File: config.mk
export PLATFORM = sky130hd
export DESIGN_NAME = serial_tx
export DESIGN_NICKNAME = d
export VERILOG_FILES = /design/src/rtl/sertx_pkg.sv /design/src/rtl/sertx_ctrl.sv /design/src/rtl/sertx_hold.sv /design/src/rtl/sertx_shifter.sv /design/src/rtl/serial_tx.sv
export SDC_FILE = /design/constraint.sdc
export NUM_CORES = 1
export LEC_CHECK = 0
export BUFFER_PORTS_ARGS = -buffer_cell sky130_fd_sc_hd__buf_2
export CAP_MARGIN = 20
export CORE_ASPECT_RATIO = 0.75
export CORE_MARGIN = 1
export CORE_UTILIZATION = 50
export DETAILED_ROUTE_END_ITERATION = 7
export PLACE_DENSITY = 0.79
export SKIP_LAST_GASP = 1
export SYNTH_ARGS = -nofsm -noshare
export SYNTH_HDL_FRONTEND = slang
export SYNTH_SLANG_ARGS = --single-unit
File: constraint.sdc
create_clock -name clk -period 1.7 [get_ports clk]
set_clock_uncertainty 0.1 [all_clocks]
set_input_delay 0.34 -clock clk [delete_from_list [all_inputs] [get_ports clk]]
set_output_delay 0.34 -clock clk [all_outputs]
set_load 0.03 [all_outputs]
File: src/rtl/sertx_pkg.sv
package sertx_pkg;

    typedef enum logic [2:0] {
        PAR_NONE  = 3'd0,
        PAR_EVEN  = 3'd1,
        PAR_ODD   = 3'd2,
        PAR_SPACE = 3'd3,
        PAR_MARK  = 3'd4
    } par_mode_e;

    typedef enum logic [2:0] {
        PH_IDLE,
        PH_START,
        PH_DATA,
        PH_PARITY,
        PH_STOP
    } tx_phase_e;

    function automatic logic mode_has_parity(input logic [2:0] m);
        return (m >= 3'd1) && (m <= 3'd4);
    endfunction

    function automatic logic parity_value(input logic [2:0] m, input logic ones_odd);
        case (m)
            3'd1:    return ones_odd;
            3'd2:    return ~ones_odd;
            3'd4:    return 1'b1;
            default: return 1'b0;
        endcase
    endfunction

endpackage

File: src/rtl/sertx_ctrl.sv
module sertx_ctrl (
    input  logic clk,
    input  logic rst,
    input  logic cmd_enable,
    input  logic cmd_disable,
    input  logic cmd_reset,
    input  logic shift_idle,
    input  logic hold_empty,
    output logic enabled
);
    logic stop_pending;

    always_ff @(posedge clk) begin
        if (rst || cmd_reset) begin
            enabled      <= 1'b0;
            stop_pending <= 1'b0;
        end else if (cmd_enable) begin
            enabled      <= 1'b1;
            stop_pending <= 1'b0;
        end else if ((stop_pending || cmd_disable) && shift_idle && hold_empty) begin
            enabled      <= 1'b0;
            stop_pending <= 1'b0;
        end else if (cmd_disable) begin
            stop_pending <= 1'b1;
        end
    end
endmodule

File: src/rtl/sertx_hold.sv
module sertx_hold #(
    parameter int unsigned DATA_W = 8
) (
    input  logic              clk,
    input  logic              rst,
    input  logic              clear,
    input  logic              wr_valid,
    input  logic [DATA_W-1:0] wr_data,
    input  logic              take,
    output logic [DATA_W-1:0] data,
    output logic              full
);
    always_ff @(posedge clk) begin
        if (rst || clear) begin
            full <= 1'b0;
            data <= '0;
        end else if (wr_valid) begin
            full <= 1'b1;
            data <= wr_data;
        end else if (take) begin
            full <= 1'b0;
        end
    end
endmodule

File: src/rtl/sertx_shifter.sv
module sertx_shifter
    import sertx_pkg::*;
#(
    parameter int unsigned DATA_W = 8
) (
    input  logic              clk,
    input  logic              rst,
    input  logic              abort,
    input  logic              baud_tick,
    input  logic              start_ok,
    input  logic [DATA_W-1:0] hold_data,
    input  logic [2:0]        mode,
    output logic              take,
    output logic              idle,
    output logic              line
);
    localparam int unsigned CNT_W = (DATA_W > 1) ? $clog2(DATA_W) : 1;
    localparam logic [CNT_W-1:0] LAST_BIT = CNT_W'(DATA_W - 1);

    tx_phase_e         phase;
    logic [DATA_W-1:0] shreg;
    logic [CNT_W-1:0]  bit_cnt;
    logic              pbit;
    logic              with_par;
    logic              can_begin;

    assign can_begin = start_ok && ((phase == PH_IDLE) || (phase == PH_STOP));
    assign take      = baud_tick && can_begin && !abort;
    assign idle      = (phase == PH_IDLE);

    always_ff @(posedge clk) begin
        if (rst || abort) begin
            phase    <= PH_IDLE;
            shreg    <= '0;
            bit_cnt  <= '0;
            pbit     <= 1'b0;
            with_par <= 1'b0;
        end else if (baud_tick) begin
            if (can_begin) begin
                shreg    <= hold_data;
                pbit     <= parity_value(mode, ^hold_data);
                with_par <= mode_has_parity(mode);
                bit_cnt  <= '0;
                phase    <= PH_START;
            end else begin
                case (phase)
                    PH_START: begin
                        phase   <= PH_DATA;
                        bit_cnt <= '0;
                    end
                    PH_DATA: begin
                        shreg <= shreg >> 1;
                        if (bit_cnt == LAST_BIT) begin
                            phase <= with_par ? PH_PARITY : PH_STOP;
                        end else begin
                            bit_cnt <= bit_cnt + 1'b1;
                        end
                    end
                    PH_PARITY: phase <= PH_STOP;
                    PH_STOP:   phase <= PH_IDLE;
                    default:   phase <= PH_IDLE;
                endcase
            end
        end
    end

    always_comb begin
        case (phase)
            PH_START:  line = 1'b0;
            PH_DATA:   line = shreg[0];
            PH_PARITY: line = pbit;
            default:   line = 1'b1;
        endcase
    end
endmodule

File: src/rtl/serial_tx.sv
module serial_tx #(
    parameter int unsigned DATA_W = 8
) (
    input  logic              clk,
    input  logic              rst,
    input  logic              baud_tick,
    input  logic              cmd_enable,
    input  logic              cmd_disable,
    input  logic              cmd_reset,
    input  logic [2:0]        par_mode,
    input  logic              wr_valid,
    input  logic [DATA_W-1:0] wr_data,
    output logic              tx_line,
    output logic              hold_empty,
    output logic              tx_empty
);
    logic              enabled;
    logic              hold_full;
    logic [DATA_W-1:0] hold_data;
    logic              take;
    logic              shift_idle;

    assign hold_empty = !hold_full;
    assign tx_empty   = shift_idle && !hold_full;

    sertx_ctrl u_ctrl (
        .clk         (clk),
        .rst         (rst),
        .cmd_enable  (cmd_enable),
        .cmd_disable (cmd_disable),
        .cmd_reset   (cmd_reset),
        .shift_idle  (shift_idle),
        .hold_empty  (hold_empty),
        .enabled     (enabled)
    );

    sertx_hold #(.DATA_W(DATA_W)) u_hold (
        .clk      (clk),
        .rst      (rst),
        .clear    (cmd_reset),
        .wr_valid (wr_valid),
        .wr_data  (wr_data),
        .take     (take),
        .data     (hold_data),
        .full     (hold_full)
    );

    sertx_shifter #(.DATA_W(DATA_W)) u_shift (
        .clk       (clk),
        .rst       (rst),
        .abort     (cmd_reset),
        .baud_tick (baud_tick),
        .start_ok  (enabled && hold_full),
        .hold_data (hold_data),
        .mode      (par_mode),
        .take      (take),
        .idle      (shift_idle),
        .line      (tx_line)
    );
endmodule

==> results.yml <==
run_status:
  status: "finished with violations"
  violations: "setup timing"
logic_synthesis:
  syn_inst: 145
  synth_fa_ha_area_share_pct: 1.82
  ys_ff_latch: 27
  synthTopCellsByArea: "dfxtp_1 (39%), mux2i_1 (11%), nor2_1 (6.8%)"
  synth_area_per_cell_um2: 9.47
  synth_top_family_by_area: "simple AND/OR/NAND/NOR gates"
  synth-compound-area-share_pct: 17.0
  synth.area.mux_share_pct: 11.8
  synth_flop_cell: "dfxtp_1"
  syn-num-nets: 165
  synth_commonest_cells: "dfxtp_1 (27), nor2_1 (25), mux2i_1 (15)"
  yosys.cell_types.count: 40
  yosysTopAreaCell: "dfxtp_1"
  synth_top_area_share_pct: 39.4
  async_flop_share_pct: 0
  synth_edf_count: 0
  synth_simple_gate_area_share_pct: 19.3
  yosysSeqAreaShare_pct: 39.4
  synth_xor_area_share_pct: 5.10
  synth_area_mm2: 0.00137
  synth_most_common_cell: "dfxtp_1"
  ys_warn_count: 0
floorplanning:
  rows: 16
  die_area_mm2: 0.00296
  die_x_um: 62.5
  coreArea_mm2: 0.00260
  dieHeight_um: 47.4
  start_util_pct: 52.7
  ios: 21
setup_path:
  cp_data_required_time_ns: 1.87
  path_class: "reg -> reg"
  crit_arrival_ns: 1.91
  worst_setup_path_end_kind: "flip-flop"
  path_max_fanout: 10
  cp-start-kind: "flip-flop"
  reg2reg_depth: 5
placement:
  place.port_buffers: 20
  place_congestion: 0.762
  dp_cells: 201
  dpl.hpwl_um: 2060
  placed_area_mm2: 0.00154
flow_run:
  drv_cap: 0
routing:
  viasPerCell: 5.46
  drt-total-wl_um: 3040
  drc: 0
  wire_per_inst_um: 14.0
  num_vias: 1184
  firstDrtPassIters: 4
  drtAntennaViolNets: 0
  drtIter0Drc: 41
finish:
  layout-drive-gt1-share_pct: 36.5
  stdcell_area_mm2: 0.00172
  diodes: 0
  postLayoutCoreUtil_pct: 66.1
  nNetsFinal: 202
  final_cells: 217
  syn_to_final_growth_pct: 25.3
timing:
  slew_viol_final: 0
  period_needed_ns: 1.75
  finalHoldViolCount: 0
  hold-worst-slack_ns: 0.0864
  fin_ws_ns: -0.0453
  grt_setup_unrepaired: "true"
  tightestPinTransition_ns: 0.395
  relSlewSlack_pct: 73.5
  finalCritPeriodShare_pct: 103
  fmax_mhz: 573
  tns_ns: -0.106
  finalSetupViolations: 3
cts:
  cts_buffers: 3
  cts_buffer_depth: 2
  path_clk_slew_ns: 0.14
  ctsHoldBuffers: 0
  cts-root-buf: "clkbuf_4"
  clock_latency_ns: 0.32
  cts_sinks: 27
  cts_tree: "built"
  htree_levels: 1
power_and_ir_drop:
  p_leak_uw: 0.000634
  power_density_mw_per_mm2: 610
  ir_drop_uv: 647
hold_path:
  hold_class: "in -> reg"
  hold_depth: 2
global_routing:
  antenna_found_initial: 0
  grt_start_max_net_pins: 16
  first_global_vias: 1072
  track_usage_pct: 21.4
  overflow: 0
  grt_pass1_wl_um: 4800
-- metrics by stage --
step | worst slack (ns) | power (uW)
2_1_floorplan | 0.00406 | 736
3_3_place_gp | -0.00564 | 773
3_5_place_dp | -0.0588 | 780
4_1_cts | -0.0622 | 1050
5_1_grt | -0.107 | 1100
6_report | -0.0453 | 1050
-- cells by family (layout without fill, tap and decap cells) --
kind of cell	Yosys count	in the layout
and+or+nand+nor	50	50
DFF	27	27
buffers and inverters	13	48
xor gates and xnor gates	8	8
muxes	16	16
AOI/OAI and AO/OA	29	30
adders and majority gates	2	2
-- worst max-delay path: stages (launching register included) --
cell and delay [ns]:
dfxtp_4 0.38, buf_4 0.16, and4bb_4 0.44, o21ai_2 0.08, or3b_1 0.40, a21oi_2 0.13
-- metal layers --
layer  track usage, %  vias to the layer above  routed length (um)
met5                0                        -                   0
met4             8.37                        0                  25
met2             38.3                       30                1540
li1                 -                      584                   -
met3             6.07                        4                 127
met1             25.3                      566                1340
-- registers in the layout, indices dropped and copies added, names as in the netlist --
register and count:
u_shift.shreg 8, u_shift.bit_cnt 3, u_ctrl.enabled 1, u_shift.pbit 1
u_shift.phase 3, u_shift.with_par 1, u_ctrl.stop_pending 1, u_hold.data 8
u_hold.full 1
-- placed cells by master, fill, tap and decap left out, drive strengths merged, types with 2 or more instances in the layout --
master and count:
nor3b 2, xnor2 7, o2111ai 2, dfxtp 27, o21ai 4, nor4 3
buf 41, nand2 7, mux2i 15, or3b 2, inv 3, a211oi 7
o21a 2, nor2 25, nand2b 4, ha 2, clkbuf 4, a21oi 11
-- layout make-up --
cell class,instances,area (um2)
fillers,214,882
multi-input cells,106,805
flip-flops and latches,27,552
repair buffers,41,282
well taps,36,45.0
clock buffers,4,26.3
inverters,3,11.3
-- path summary, 6_finish.rpt --
path,endpoint,slack (ns),start
worst max-delay path,u_shift.bit_cnt[0],-0.05,u_shift.phase[1]
worst min-delay path,u_ctrl.stop_pending,0.09,cmd_enable
worst max register to register,u_shift.bit_cnt[0],-0.05,u_shift.phase[1]
worst min register to register,u_shift.shreg[7],0.40,u_shift.shreg[7]
-- power by group --
group / internal, uW / switching, uW / leakage (uW)
Combinational: 60.7 / 65.7 / 0.000397
Sequential: 639 / 7.98 / 0.000222
Clock: 91.9 / 185 / 0.0000150
Total: 792 / 258 / 0.000634
-- repair_timing --
item,in CTS,in global routing
gates resized for setup,14,5
endpoints found under the setup margin,3,11
pin swaps,9,5
buffers inserted,6,5
cloned,0,1
Note: power is estimated with default switching activity, not from simulation.
